## config.mk

```make
export PLATFORM = sky130hd
export DESIGN_NAME = tri_pwm_gen
export DESIGN_NICKNAME = d
export VERILOG_FILES = /design/src/rtl/tri_pwm_pkg.sv /design/src/rtl/tri_pwm_regs.sv /design/src/rtl/tri_pwm_timebase.sv /design/src/rtl/tri_pwm_phase.sv /design/src/rtl/tri_pwm_gen.sv
export SDC_FILE = /design/constraint.sdc
export NUM_CORES = 1
export LEC_CHECK = 0
export BUFFER_PORTS_ARGS = -buffer_cell sky130_fd_sc_hd__buf_2
export CELL_PAD_IN_SITES_DETAIL_PLACEMENT = 1
export CELL_PAD_IN_SITES_GLOBAL_PLACEMENT = 1
export CORE_UTILIZATION = 48
export CTS_BUF_LIST = sky130_fd_sc_hd__clkbuf_4 sky130_fd_sc_hd__clkbuf_8
export CTS_CLUSTER_SIZE = 30
export DETAILED_ROUTE_END_ITERATION = 6
export PLACE_DENSITY = 0.79
export SETUP_SLACK_MARGIN = 0.02
export SYNTH_ARGS = -nofsm -noshare
export SYNTH_HDL_FRONTEND = slang
export SYNTH_HIERARCHICAL = 1
export SYNTH_SLANG_ARGS = --single-unit
```

## constraint.sdc

```tcl
create_clock -name clk_i -period 4.6 [get_ports clk_i]
set_clock_uncertainty 0.05 [all_clocks]
set_input_delay 1.15 -clock clk_i [delete_from_list [all_inputs] [get_ports clk_i]]
set_output_delay 1.15 -clock clk_i [all_outputs]
set_load 0.02 [all_outputs]
```

## src/rtl/tri_pwm_pkg.sv

```systemverilog
package tri_pwm_pkg;
  localparam int CNT_W     = 16;
  localparam int DT_W      = 10;
  localparam int SW_W      = 8;
  localparam int NUM_PH    = 3;
  localparam int ADDR_W    = 3;
  localparam int MODE_BIT  = 6;

  localparam int ADDR_PER   = 0;
  localparam int ADDR_DT    = 1;
  localparam int ADDR_SW    = 2;
  localparam int ADDR_MODE  = 3;
  localparam int ADDR_DUTY0 = 4;

  typedef struct packed {
    logic [CNT_W-1:0]             period;
    logic [DT_W-1:0]              deadtime;
    logic [SW_W-1:0]              syncw;
    logic [NUM_PH-1:0][CNT_W-1:0] duty;
  } pwm_cfg_t;
endpackage

```

## src/rtl/tri_pwm_regs.sv

```systemverilog
module tri_pwm_regs
  import tri_pwm_pkg::*;
(
  input  logic              clk_i,
  input  logic              rst_ni,
  input  logic              wr_en_i,
  input  logic [ADDR_W-1:0] wr_addr_i,
  input  logic [CNT_W-1:0]  wr_data_i,
  input  logic              reload_i,
  output pwm_cfg_t          act_o,
  output logic [SW_W-1:0]   sh_sw_o,
  output logic              dbl_o
);
  pwm_cfg_t sh_q, act_q;
  logic     dbl_q;

  always_ff @(posedge clk_i or negedge rst_ni) begin
    if (!rst_ni) begin
      sh_q  <= '0;
      dbl_q <= 1'b0;
    end else if (wr_en_i) begin
      if (wr_addr_i == ADDR_W'(ADDR_PER))  sh_q.period   <= wr_data_i;
      if (wr_addr_i == ADDR_W'(ADDR_DT))   sh_q.deadtime <= wr_data_i[DT_W-1:0];
      if (wr_addr_i == ADDR_W'(ADDR_SW))   sh_q.syncw    <= wr_data_i[SW_W-1:0];
      if (wr_addr_i == ADDR_W'(ADDR_MODE)) dbl_q         <= wr_data_i[MODE_BIT];
      for (int i = 0; i < NUM_PH; i++)
        if (wr_addr_i == ADDR_W'(ADDR_DUTY0 + i)) sh_q.duty[i] <= wr_data_i;
    end
  end

  // holding set moves to the working set on reload only
  always_ff @(posedge clk_i or negedge rst_ni) begin
    if (!rst_ni)       act_q <= '0;
    else if (reload_i) act_q <= sh_q;
  end

  assign act_o   = act_q;
  assign sh_sw_o = sh_q.syncw;
  assign dbl_o   = dbl_q;
endmodule

```

## src/rtl/tri_pwm_timebase.sv

```systemverilog
module tri_pwm_timebase
  import tri_pwm_pkg::*;
(
  input  logic             clk_i,
  input  logic             rst_ni,
  input  logic [CNT_W-1:0] per_i,
  input  logic             dbl_i,
  input  logic [SW_W-1:0]  sh_sw_i,
  output logic [CNT_W-1:0] cnt_o,
  output logic             up_o,
  output logic             reload_o,
  output logic             sync_o,
  output logic             half_o
);
  logic [CNT_W-1:0] cnt_q;
  logic             up_q;
  logic [SW_W-1:0]  scnt_q;
  logic             sync_q, half_q;
  logic             start_evt, top_evt, mid_evt;

  assign start_evt = up_q && (cnt_q == '0);
  assign top_evt   = up_q && (cnt_q >= per_i);
  assign mid_evt   = top_evt && (per_i != '0);
  assign reload_o  = start_evt || (mid_evt && dbl_i);

  always_ff @(posedge clk_i or negedge rst_ni) begin
    if (!rst_ni) begin
      cnt_q <= '0;
      up_q  <= 1'b1;
    end else if (up_q) begin
      if (top_evt) begin
        // a period of 0 or 1 never counts down
        if (per_i <= CNT_W'(1)) begin
          cnt_q <= '0;
        end else begin
          cnt_q <= per_i - CNT_W'(1);
          up_q  <= 1'b0;
        end
      end else begin
        cnt_q <= cnt_q + CNT_W'(1);
      end
    end else if (cnt_q <= CNT_W'(1)) begin
      cnt_q <= '0;
      up_q  <= 1'b1;
    end else begin
      cnt_q <= cnt_q - CNT_W'(1);
    end
  end

  always_ff @(posedge clk_i or negedge rst_ni) begin
    if (!rst_ni) begin
      sync_q <= 1'b0;
      scnt_q <= '0;
    end else if (reload_o) begin
      sync_q <= 1'b1;
      scnt_q <= sh_sw_i;
    end else if (sync_q) begin
      if (scnt_q != '0) scnt_q <= scnt_q - SW_W'(1);
      else              sync_q <= 1'b0;
    end
  end

  always_ff @(posedge clk_i or negedge rst_ni) begin
    if (!rst_ni)        half_q <= 1'b0;
    else if (mid_evt)   half_q <= 1'b1;
    else if (start_evt) half_q <= 1'b0;
  end

  assign cnt_o  = cnt_q;
  assign up_o   = up_q;
  assign sync_o = sync_q;
  assign half_o = half_q;
endmodule

```

## src/rtl/tri_pwm_phase.sv

```systemverilog
module tri_pwm_phase
  import tri_pwm_pkg::*;
(
  input  logic             clk_i,
  input  logic             rst_ni,
  input  logic [CNT_W-1:0] cnt_i,
  input  logic [CNT_W-1:0] per_i,
  input  logic [CNT_W-1:0] duty_i,
  input  logic [DT_W-1:0]  dt_i,
  output logic             hi_o,
  output logic             lo_o
);
  localparam int STAB_W = DT_W + 1;

  logic              ideal, ideal_q, full_on;
  logic [STAB_W-1:0] stab_q, stab_n, dt2;
  logic              hi_q, lo_q;

  assign full_on = duty_i >= per_i;
  assign ideal   = (duty_i != '0) && (full_on || (cnt_i >= per_i - duty_i));
  assign dt2     = {dt_i, 1'b0};
  // run length of the ideal level, minus one, saturating
  assign stab_n  = (ideal != ideal_q) ? '0 :
                   (&stab_q)          ? stab_q : stab_q + STAB_W'(1);

  always_ff @(posedge clk_i or negedge rst_ni) begin
    if (!rst_ni) begin
      ideal_q <= 1'b0;
      stab_q  <= '0;
      hi_q    <= 1'b0;
      lo_q    <= 1'b0;
    end else begin
      ideal_q <= ideal;
      stab_q  <= stab_n;
      hi_q    <= ideal  && (stab_n >= dt2);
      lo_q    <= !ideal && (stab_n >= dt2);
    end
  end

  assign hi_o = hi_q;
  assign lo_o = lo_q;
endmodule

```

## src/rtl/tri_pwm_gen.sv

```systemverilog
module tri_pwm_gen
  import tri_pwm_pkg::*;
(
  input  logic              clk_i,
  input  logic              rst_ni,
  input  logic              wr_en_i,
  input  logic [ADDR_W-1:0] wr_addr_i,
  input  logic [CNT_W-1:0]  wr_data_i,
  output logic [NUM_PH-1:0] pwm_hi_o,
  output logic [NUM_PH-1:0] pwm_lo_o,
  output logic              sync_o,
  output logic              half_o
);
  pwm_cfg_t         act;
  logic [SW_W-1:0]  sh_sw;
  logic             dbl, reload, tb_up;
  logic [CNT_W-1:0] tb_cnt;

  tri_pwm_regs u_regs (
    .clk_i    (clk_i),
    .rst_ni   (rst_ni),
    .wr_en_i  (wr_en_i),
    .wr_addr_i(wr_addr_i),
    .wr_data_i(wr_data_i),
    .reload_i (reload),
    .act_o    (act),
    .sh_sw_o  (sh_sw),
    .dbl_o    (dbl)
  );

  tri_pwm_timebase u_tb (
    .clk_i   (clk_i),
    .rst_ni  (rst_ni),
    .per_i   (act.period),
    .dbl_i   (dbl),
    .sh_sw_i (sh_sw),
    .cnt_o   (tb_cnt),
    .up_o    (tb_up),
    .reload_o(reload),
    .sync_o  (sync_o),
    .half_o  (half_o)
  );

  for (genvar g = 0; g < NUM_PH; g++) begin : g_ph
    tri_pwm_phase u_ph (
      .clk_i (clk_i),
      .rst_ni(rst_ni),
      .cnt_i (tb_cnt),
      .per_i (act.period),
      .duty_i(act.duty[g]),
      .dt_i  (act.deadtime),
      .hi_o  (pwm_hi_o[g]),
      .lo_o  (pwm_lo_o[g])
    );
  end
endmodule

```

# Yosys cells after proc, flatten, opt, wreduce, memory -nomap -nowiden
# Index checks and enable logic that the tools add are counted.
# totals
register_bits	226
word_cells	123
# classes
n_reduce_logical	41
muxes	22
n_eq_ne	9
n_addsub	10
order_cmp	12
# ops
cell	n
$ge 16x16->1	7
$mux 11	6
$mux 16	4
$reduce_bool 16->1	4
$sub 16x16->16	3
$add 11x1->11 const B	3
$ge 11x11->1	3
$reduce_and 11->1	3
$le 16x1->1 const B	2
$sub 16x1->16 const B	2
$mux 8	3
$add 16x1->16 const B	1
$logic_not 16->1	1
$reduce_and 2->1	8
$logic_and 1x1->1	13
$eq 3x3->1 const B	3
$mux 1	9
$reduce_bool 8->1	1
$sub 8x1->8 const B	1
$eq 3x2->1 const B	2
$reduce_bool 2->1	3
$logic_or 1x1->1	4
$eq 3x1->1 const B	1
$logic_not 1->1	3
2 further kinds	4

# Logic depth before layout (Yosys ltp)
# Gate-level depths: netlist of the first run.
# logic_depth
word_depth	8
depth_mapped	24

# Cells and area by module
# The synthesis of the first run kept the hierarchy.
# by_module_without_submodules
module	area_each_um2	instances	cells_each
tri_pwm_regs	6258.5	1	362
tri_pwm_phase (g_ph[0].u_ph ...)	2208.4	2	273
tri_pwm_timebase	2560.0	1	307
tri_pwm_phase (g_ph[1].u_ph)	2259.7	1	279

# Least setup slack after synthesis of the first run
# OpenSTA, ideal clock, no wires.
# synth_timing
path_kind	register -> register
from	register u_regs.act_q, in the netlist u_regs/act_o[66]
to	register g_ph[1].u_ph.hi_q
path_buffers	1
t_required_ns	4.413
synth_period_minus_slack_ns	5.026
arrival_time_ns	4.839
slack_ns	-0.426
setup_ns	0.137
stages_incl_launch_ff	25
cell_sequence	dfrtp_1 > inv_1 > ha_1 > fa_1 > nand2b_1 > a211oi_1 > o21a_1 > o21ai_0 > a211oi_1 > xnor2_1 > ha_1 > o21a_1 > o2111ai_1 > or3_1 > o21a_1 > o21a_1 > clkbuf_1 > a21oi_2 > ha_1 > nor2b_1 > o21a_1 > o21a_1 > o21a_1 > o21ai_0 > a311oi_1
# synth_between
elab_chain_len	8
word_cells_on_any_way	9
cone_classes	add/sub (1); order compare (3); eq/ne (1); mux (1); reduce/logical (3)
# synth_rtl
item	line	text
start, declared	tri_pwm_regs.sv:14	pwm_cfg_t sh_q, act_q;
start signal, assigned	tri_pwm_regs.sv:34	else if (reload_i) act_q <= sh_q;
$sub 16x16->16	tri_pwm_phase.sv:20	assign ideal = (duty_i != '0) && (full_on || (cnt_i >= per_i - duty_i));
$ge 16x16->1	tri_pwm_phase.sv:20	
$logic_or 1x1->1 (*)	tri_pwm_phase.sv:20	
$logic_and 1x1->1 (*)	tri_pwm_phase.sv:20	
$ne 1x1->1 (*)	tri_pwm_phase.sv:23	assign stab_n = (ideal != ideal_q) ? '0 :
$mux 11 (*)	tri_pwm_phase.sv:23	
via g_ph[1].u_ph.stab_n[2]	tri_pwm_phase.sv:16	logic [STAB_W-1:0] stab_q, stab_n, dt2;
$ge 11x11->1 (*)	tri_pwm_phase.sv:35	hi_q <= ideal && (stab_n >= dt2);
$logic_and 1x1->1 (*)	tri_pwm_phase.sv:35	
end signal, assigned	tri_pwm_phase.sv:35	
end, declared	tri_pwm_phase.sv:17	logic hi_q, lo_q;
# Mark *: on every way through the listed nets, which the timed path passes. The rest lies on a longest branch.
# A chain may end at the register's enable or synchronous reset.

# Worst setup path after layout of the first run
# layout_timing
from	register u_regs.act_q, in the netlist u_regs/act_o[72]
to	register g_ph[2].u_ph.hi_q
# layout_between
elab_chain_len	8
word_cells_on_any_way	9
cone_classes	add/sub (1); order compare (3); eq/ne (1); mux (1); reduce/logical (3)
# layout_rtl
item	line
$sub 16x16->16	tri_pwm_phase.sv:20
$ge 16x16->1	tri_pwm_phase.sv:20
$logic_or 1x1->1 (*)	tri_pwm_phase.sv:20
$logic_and 1x1->1 (*)	tri_pwm_phase.sv:20
$ne 1x1->1 (*)	tri_pwm_phase.sv:23
$mux 11 (*)	tri_pwm_phase.sv:23
via g_ph[2].u_ph.stab_n[3]	tri_pwm_phase.sv:16
$ge 11x11->1 (*)	tri_pwm_phase.sv:35
$logic_and 1x1->1 (*)	tri_pwm_phase.sv:35
end signal, assigned	tri_pwm_phase.sv:35
end, declared	tri_pwm_phase.sv:17
# Marked as above.

==> out/metrics.yaml, run 1 <==
timing:
  period_needed_ns: 5.73
  rsz0062_at_grt: "yes"
  fin_crit_sh_pct: 125
  worst_slew_pin_slew_ns: 0.937
  clock.fmax_mhz: 174
  finalSetupTns_ns: -4.34
  final_max_slew_viol_count: 0
  finalWorstSetupSlack_ns: -1.13
  setup_violations: 10
  slew_headroom_pct: 37.6
  hold_violations: 0
cells_and_area:
  mostFrequentLayoutCells: "dfrtp_1, buf_4, mux2_2"
  syn_to_final_growth_pct: 24.2
  final_common_cell: "dfrtp_1"
  nNetsFinal: 1882
  layout-drive-gt1-share_pct: 37.0
floorplan:
  fp.coreArea_sq_mm: 0.0309
  initial_core_util_pct: 49.2
  die_area_sq_mm: 0.0324
  io_pins: 30
  rows: 64
  die_w_um: 180
  fp.dieH_um: 180
route:
  routed-wl-met2_um: 29200
  met1_length_um: 23500
  wire_per_inst_um: 28.4
  initialDrtViolationCount: 1057
  drc: 0
  ant_nets: 0
  viasPerCell: 6.46
  drt_wl_total_um: 60500
  first_pass_iters: 7
  routed-wl-met3_um: 3970
  vias: 13800
  route.top_layer_used: "met4"
run_status:
  status: "finished with violations"
  violations: "setup timing"
clocking:
  cts_root_buffer: "clkbuf_8"
  cts_buffer_depth: 3
  clk_pin_slew_ns: 0.06
  clock_latency_ns: 0.58
  numCtsBuffers: 40
  cts_tree: "done"
  hold_buffers: 0
  cts.sinks: 226
  htreeDepth: 2
yosys:
  syn-cell-area_sq_mm: 0.0152
  syn_avg_cell_area_sq_um: 10.3
  yosysWarnings: 6
  syn_nets: 1656
  synthCells: 1478
worst_setup_path:
  path_max_fanout: 5
  startpoint_type: "flop"
  path_class: "flop to flop"
  worstPathArrival_ns: 6.10
  r2r_cells: 21
  cp-end-kind: "flop"
  required_ns: 4.97
global_routing:
  overflow: 0
  grt_use_total_pct: 33.3
  grt_pass1_wl_um: 83600
  grt_max_degree: 100
  grt_pass1_vias: 14400
  antenna_found_initial: 1
min_path:
  hold_path_depth: 1
  min_path_type: "flop to flop"
run:
  cap_violations: 0
placed_design:
  gp_congestion: 0.876
  io_buffers: 29
  dp_hpwl_um: 36100
[layout make-up]
class,instances,area [sq um]
Fill cell,3217,12000
Multi-Input combinational cell,1067,9520
Sequential cell,226,5670
Timing Repair Buffer,240,1830
Clock buffer,64,818
Tap cell,396,495
Inverter,129,484
Clock inverter,6,68.8
Antenna cell,1,2.50
[worst max-delay path, stage by stage (launching register included)]
cell       delay (ns)
dfrtp_2          0.50
ha_1             0.39
and2_1           0.21
a31oi_1          0.27
o21ai_0          0.25
o211ai_1         0.33
nand2_1          0.21
xnor2_1          0.33
ha_1             0.33
o21a_1           0.24
o2111ai_4        0.24
nor3_4           0.10
a2111oi_4        0.36
mux2i_4          0.18
buf_4            0.19
a21oi_2          0.19
ha_1             0.29
o21a_1           0.14
o21a_1           0.21
o21a_1           0.24
o21ai_2          0.19
a31oi_1          0.14
[sequential cells by signal, indices dropped and copies added, names as in the netlist, 3 cells and up]
signal             flops
g_ph.u_ph/ideal_q      3
u_tb/scnt_q            8
u_tb/cnt_o            16
g_ph.u_ph/lo_o         3
u_regs/act_o          74
u_regs/sh_sw_o         8
u_regs/sh_q           74
g_ph.u_ph/hi_o         3
g_ph.u_ph/stab_q      33
[path summary, 6_finish.rpt]
kind | start | end | slack (ns)
setup / recovery | u_regs/act_o[72]$_DFFE_PN0P_ | g_ph[2].u_ph/hi_o$_DFF_PN0_ | -1.13
hold / removal | u_regs/sh_q[78]$_DFFE_PN0P_ | u_regs/sh_q[78]$_DFFE_PN0P_ | 0.46
setup reg to reg | u_regs/act_o[72]$_DFFE_PN0P_ | g_ph[2].u_ph/hi_o$_DFF_PN0_ | -1.13
max in group asynchronous | rst_ni | g_ph[1].u_ph/stab_q[2]$_DFF_PN0_ | 2.96
hold reg to reg | u_regs/sh_q[78]$_DFFE_PN0P_ | u_regs/sh_q[78]$_DFFE_PN0P_ | 0.46
min in group asynchronous | rst_ni | g_ph[1].u_ph/stab_q[6]$_DFF_PN0_ | 0.55
[layer usage]
metal  vias up  track usage [%]
li1       5808                -
met1      6963             41.4
met2       719             57.4
met3       273             4.98
met4         0             15.0
met5         -                0
[metrics by stage]
step / utilization [%] / hold slack [ns] / std cells / worst slack [ns] / area (sq um)
final: 61.1 / 0.459 / 2129 / -1.13 / 18900
after global routing: 61.1 / 0.466 / 2128 / -1.11 / 18900
after CTS: 59.6 / 0.454 / 2105 / -0.207 / 18400
after detailed placement: 54.7 / 0.435 / 2009 / -0.500 / 16900
after global placement: 54.7 / 0.430 / 2009 / -0.341 / 16900
after floorplan: - / 0.424 / 1478 / -0.0170 / 15300
[repair_timing]
action	4_1_cts	5_1_grt
endpoints found under the setup margin	6	6
pin swaps	57	36
buffers inserted	27	23
gates resized for setup	83	52
Power of run 1 is not shown: default switching activity piles up to over one toggle a cycle in this logic, so the estimate is an artifact.
==> inputs of run 2 (changes only) <==
CELL_PAD_IN_SITES_DETAIL_PLACEMENT = 0   (was 1)
CORE_MARGIN = 5   (was unset)
==> out/metrics.yaml, run 2 (same netlist as run 1, synthesis figures left out) <==
worst_setup_path:
  worst_r2r_startpoint: "u_regs/act_o[67]$_DFFE_PN0P_"
  cp-end-kind: "flop"
  endpoint: "g_ph[2].u_ph/hi_o$_DFF_PN0_"
  cpMostUsedCell: "o21a_1"
  required_ns: 4.98  # about the same
  r2r_end: "g_ph[2].u_ph/hi_o$_DFF_PN0_"
  critPathMaxStageDelay_ns: 0.45  # -0.05 ns
  crit_slowest_cell: "dfrtp_2"
  startpoint_type: "flop"
  worst-r2r-setup-slack_ns: -0.28  # +0.86 ns
  path_class: "flop to flop"
  worstPathCellList: "buf_4, buf_6, ha_4, nor2b_4, o2111ai_2, a21oi_2, o211ai_1, nand2_1, xnor2_1, ha_1, o21a_1, o2111ai_4, nor3_4, a2111oi_4, mux2i_4, a21oi_4, ha_4, nor2b_1, o21a_1, o21a_1, o21a_1, o21ai_2, a31oi_1"
  path_max_fanout: 6  # +1
  worstPathArrival_ns: 5.26  # -0.84 ns
  cp-startpoint: "u_regs/act_o[67]$_DFFE_PN0P_"
  r2r_cells: 23  # +9.5%
clocking:
  htreeDepth: 2  # unchanged
  hold_buffers: 0  # unchanged
  numCtsBuffers: 40  # unchanged
  cts.sinks: 226  # unchanged
  cts_root_buffer: "clkbuf_8"
  cts_buffer_depth: 3  # unchanged
  clock_latency_ns: 0.55  # -0.03 ns
  cts_tree: "done"
  clk_pin_slew_ns: 0.07  # about the same
route:
  viasPerCell: 5.72  # -12%
  ant_nets: 0  # unchanged
  first_pass_iters: 5  # -2
  vias: 12200  # -11%
  initialDrtViolationCount: 876  # -17%
  drt_wl_total_um: 42800  # -29%
  wire_per_inst_um: 20.1  # -29%
  drc: 0  # unchanged
timing:
  setup_violations: 6  # -4
  rsz0062_at_grt: "yes"
  slew_headroom_pct: 33.5  # -4.0 points
  period_needed_ns: 4.88  # -0.856 ns
  hold_violations: 0  # unchanged
  final_max_slew_viol_count: 0  # unchanged
  fin_crit_sh_pct: 106  # -19 points
  worst_slew_pin_slew_ns: 0.988  # +0.0513 ns
  clock.fmax_mhz: 205  # +18%
  finalWorstSetupSlack_ns: -0.278  # +0.856 ns
cells_and_area:
  diodes: 0  # -1
  layout-drive-gt1-share_pct: 36.4  # -0.62 points
  nNetsFinal: 1885  # +0.16%
  mostFrequentLayoutCells: "dfrtp_1, buf_4, mux2_2"
  syn_to_final_growth_pct: 23.3
  final_common_cell: "dfrtp_1"
  instances_no_fill: 2136  # +0.33%
global_routing:
  grt_max_degree: 104  # +4.0%
  grt_use_total_pct: 23.9  # -9.4 points
  antenna_found_initial: 0  # -1
  grt_pass1_wl_um: 67800  # -19%
  grt_pass1_vias: 12500  # -13%
  overflow: 0  # unchanged
floorplan:
  fp.coreArea_sq_mm: 0.0314  # +1.6%
  initial_core_util_pct: 48.4  # -0.76 points
  io_pins: 30  # unchanged
  rows: 65  # +1.6%
  die_w_um: 188  # +4.4%
  fp.dieH_um: 188  # +4.4%
  die_area_sq_mm: 0.0353  # +9.1%
run_status:
  status: "finished with violations"
  violations: "setup timing"
min_path:
  min-delay-start: "u_regs/sh_q[44]$_DFFE_PN0P_"
  min_path_type: "flop to flop"
placed_design:
  gp_congestion: 0.936  # +6.8%
  dp_hpwl_um: 32000  # -11%
  dp_cells: 2037  # +1.4%
  io_buffers: 29  # unchanged
run:
  cap_violations: 0  # unchanged
## run 2: cell types whose count changed in the layout (fill, tap and decap cells not counted), sizes merged
cell	change
clkinvlp	-1
diode	-1
buf	+3
inv	+2
clkbuf	-2
## run 2: layout make-up
| type | instances | area, sq um |
|---|---|---|
| Clock inverter | 7 | 81.3 |
| Timing Repair Buffer | 243 | 1820 |
| Sequential cell | 226 | 5670 |
| Clock buffer | 62 | 766 |
| Multi-Input combinational cell | 1067 | 9430 |
| Inverter | 129 | 484 |
| Fill cell | 2653 | 12600 |
| Tap cell | 402 | 503 |
## run 2: per-layer routing
| metal | vias up | track usage (%) | wire length (um) |
|---|---|---|---|
| met3 | 71 | 3.37 | 2240 |
| li1 | 5813 | - | - |
| met4 | 0 | 7.28 | 1220 |
| met5 | - | 0 | 0 |
| met2 | 319 | 38.3 | 19600 |
| met1 | 6006 | 33.8 | 19700 |
## run 2: per-stage QoR
| stage | hold WS [ns] | worst slack, ns | area (sq um) | setup TNS, ns | utilization, % |
|---|---|---|---|---|---|
| 6_report | 0.448 | -0.278 | 18700 | -1.51 | 59.7 |
| 5_1_grt | 0.450 | -0.456 | 18700 | -2.64 | 59.7 |
| 4_1_cts | 0.447 | -0.213 | 18500 | -0.935 | 58.8 |
| 3_5_place_dp | 0.437 | -0.434 | 17100 | -2.15 | 54.4 |
| 3_3_place_gp | 0.432 | -0.413 | 17100 | -2.00 | 54.4 |
| 2_1_floorplan | 0.424 | -0.0170 | 15300 | -0.0411 | - |
## run 2: critical path, delay by kind of cell (launching register included)
kind | cells | cell delay, ns
AOI/OAI and AO/OA | 12 | 2.38
adders and majority gates | 3 | 0.72
and+or+nand+nor | 4 | 0.47
DFF | 1 | 0.45
buffers and inverters | 2 | 0.28
xor gates and xnor gates | 1 | 0.21
muxes | 1 | 0.19
## run 2: repair_timing
| item | in CTS | in global routing |
|---|---|---|
| endpoints found under the setup margin | 6 | 6 |
| pin swaps | 56 | 46 |
| gates resized for setup | 86 | 33 |
| buffers inserted | 15 | 16 |
| cloned | 0 | 0 |
## run 2: how the worst min path moves through the flow
stage,endpoint,slack (ns),cells past startpoint
6_report,u_regs/act_o[44]$_DFFE_PN0P_,0.45,1
5_1_grt,u_regs/act_o[61]$_DFFE_PN0P_,0.45,1
4_1_cts,u_regs/act_o[44]$_DFFE_PN0P_,0.45,1
3_5_place_dp,u_regs/act_o[42]$_DFFE_PN0P_,0.44,1
3_3_place_gp,u_regs/sh_q[41]$_DFFE_PN0P_,0.43,1
2_1_floorplan,u_regs/sh_q[21]$_DFFE_PN0P_,0.42,1
Power of run 2 is left out for the same reason.
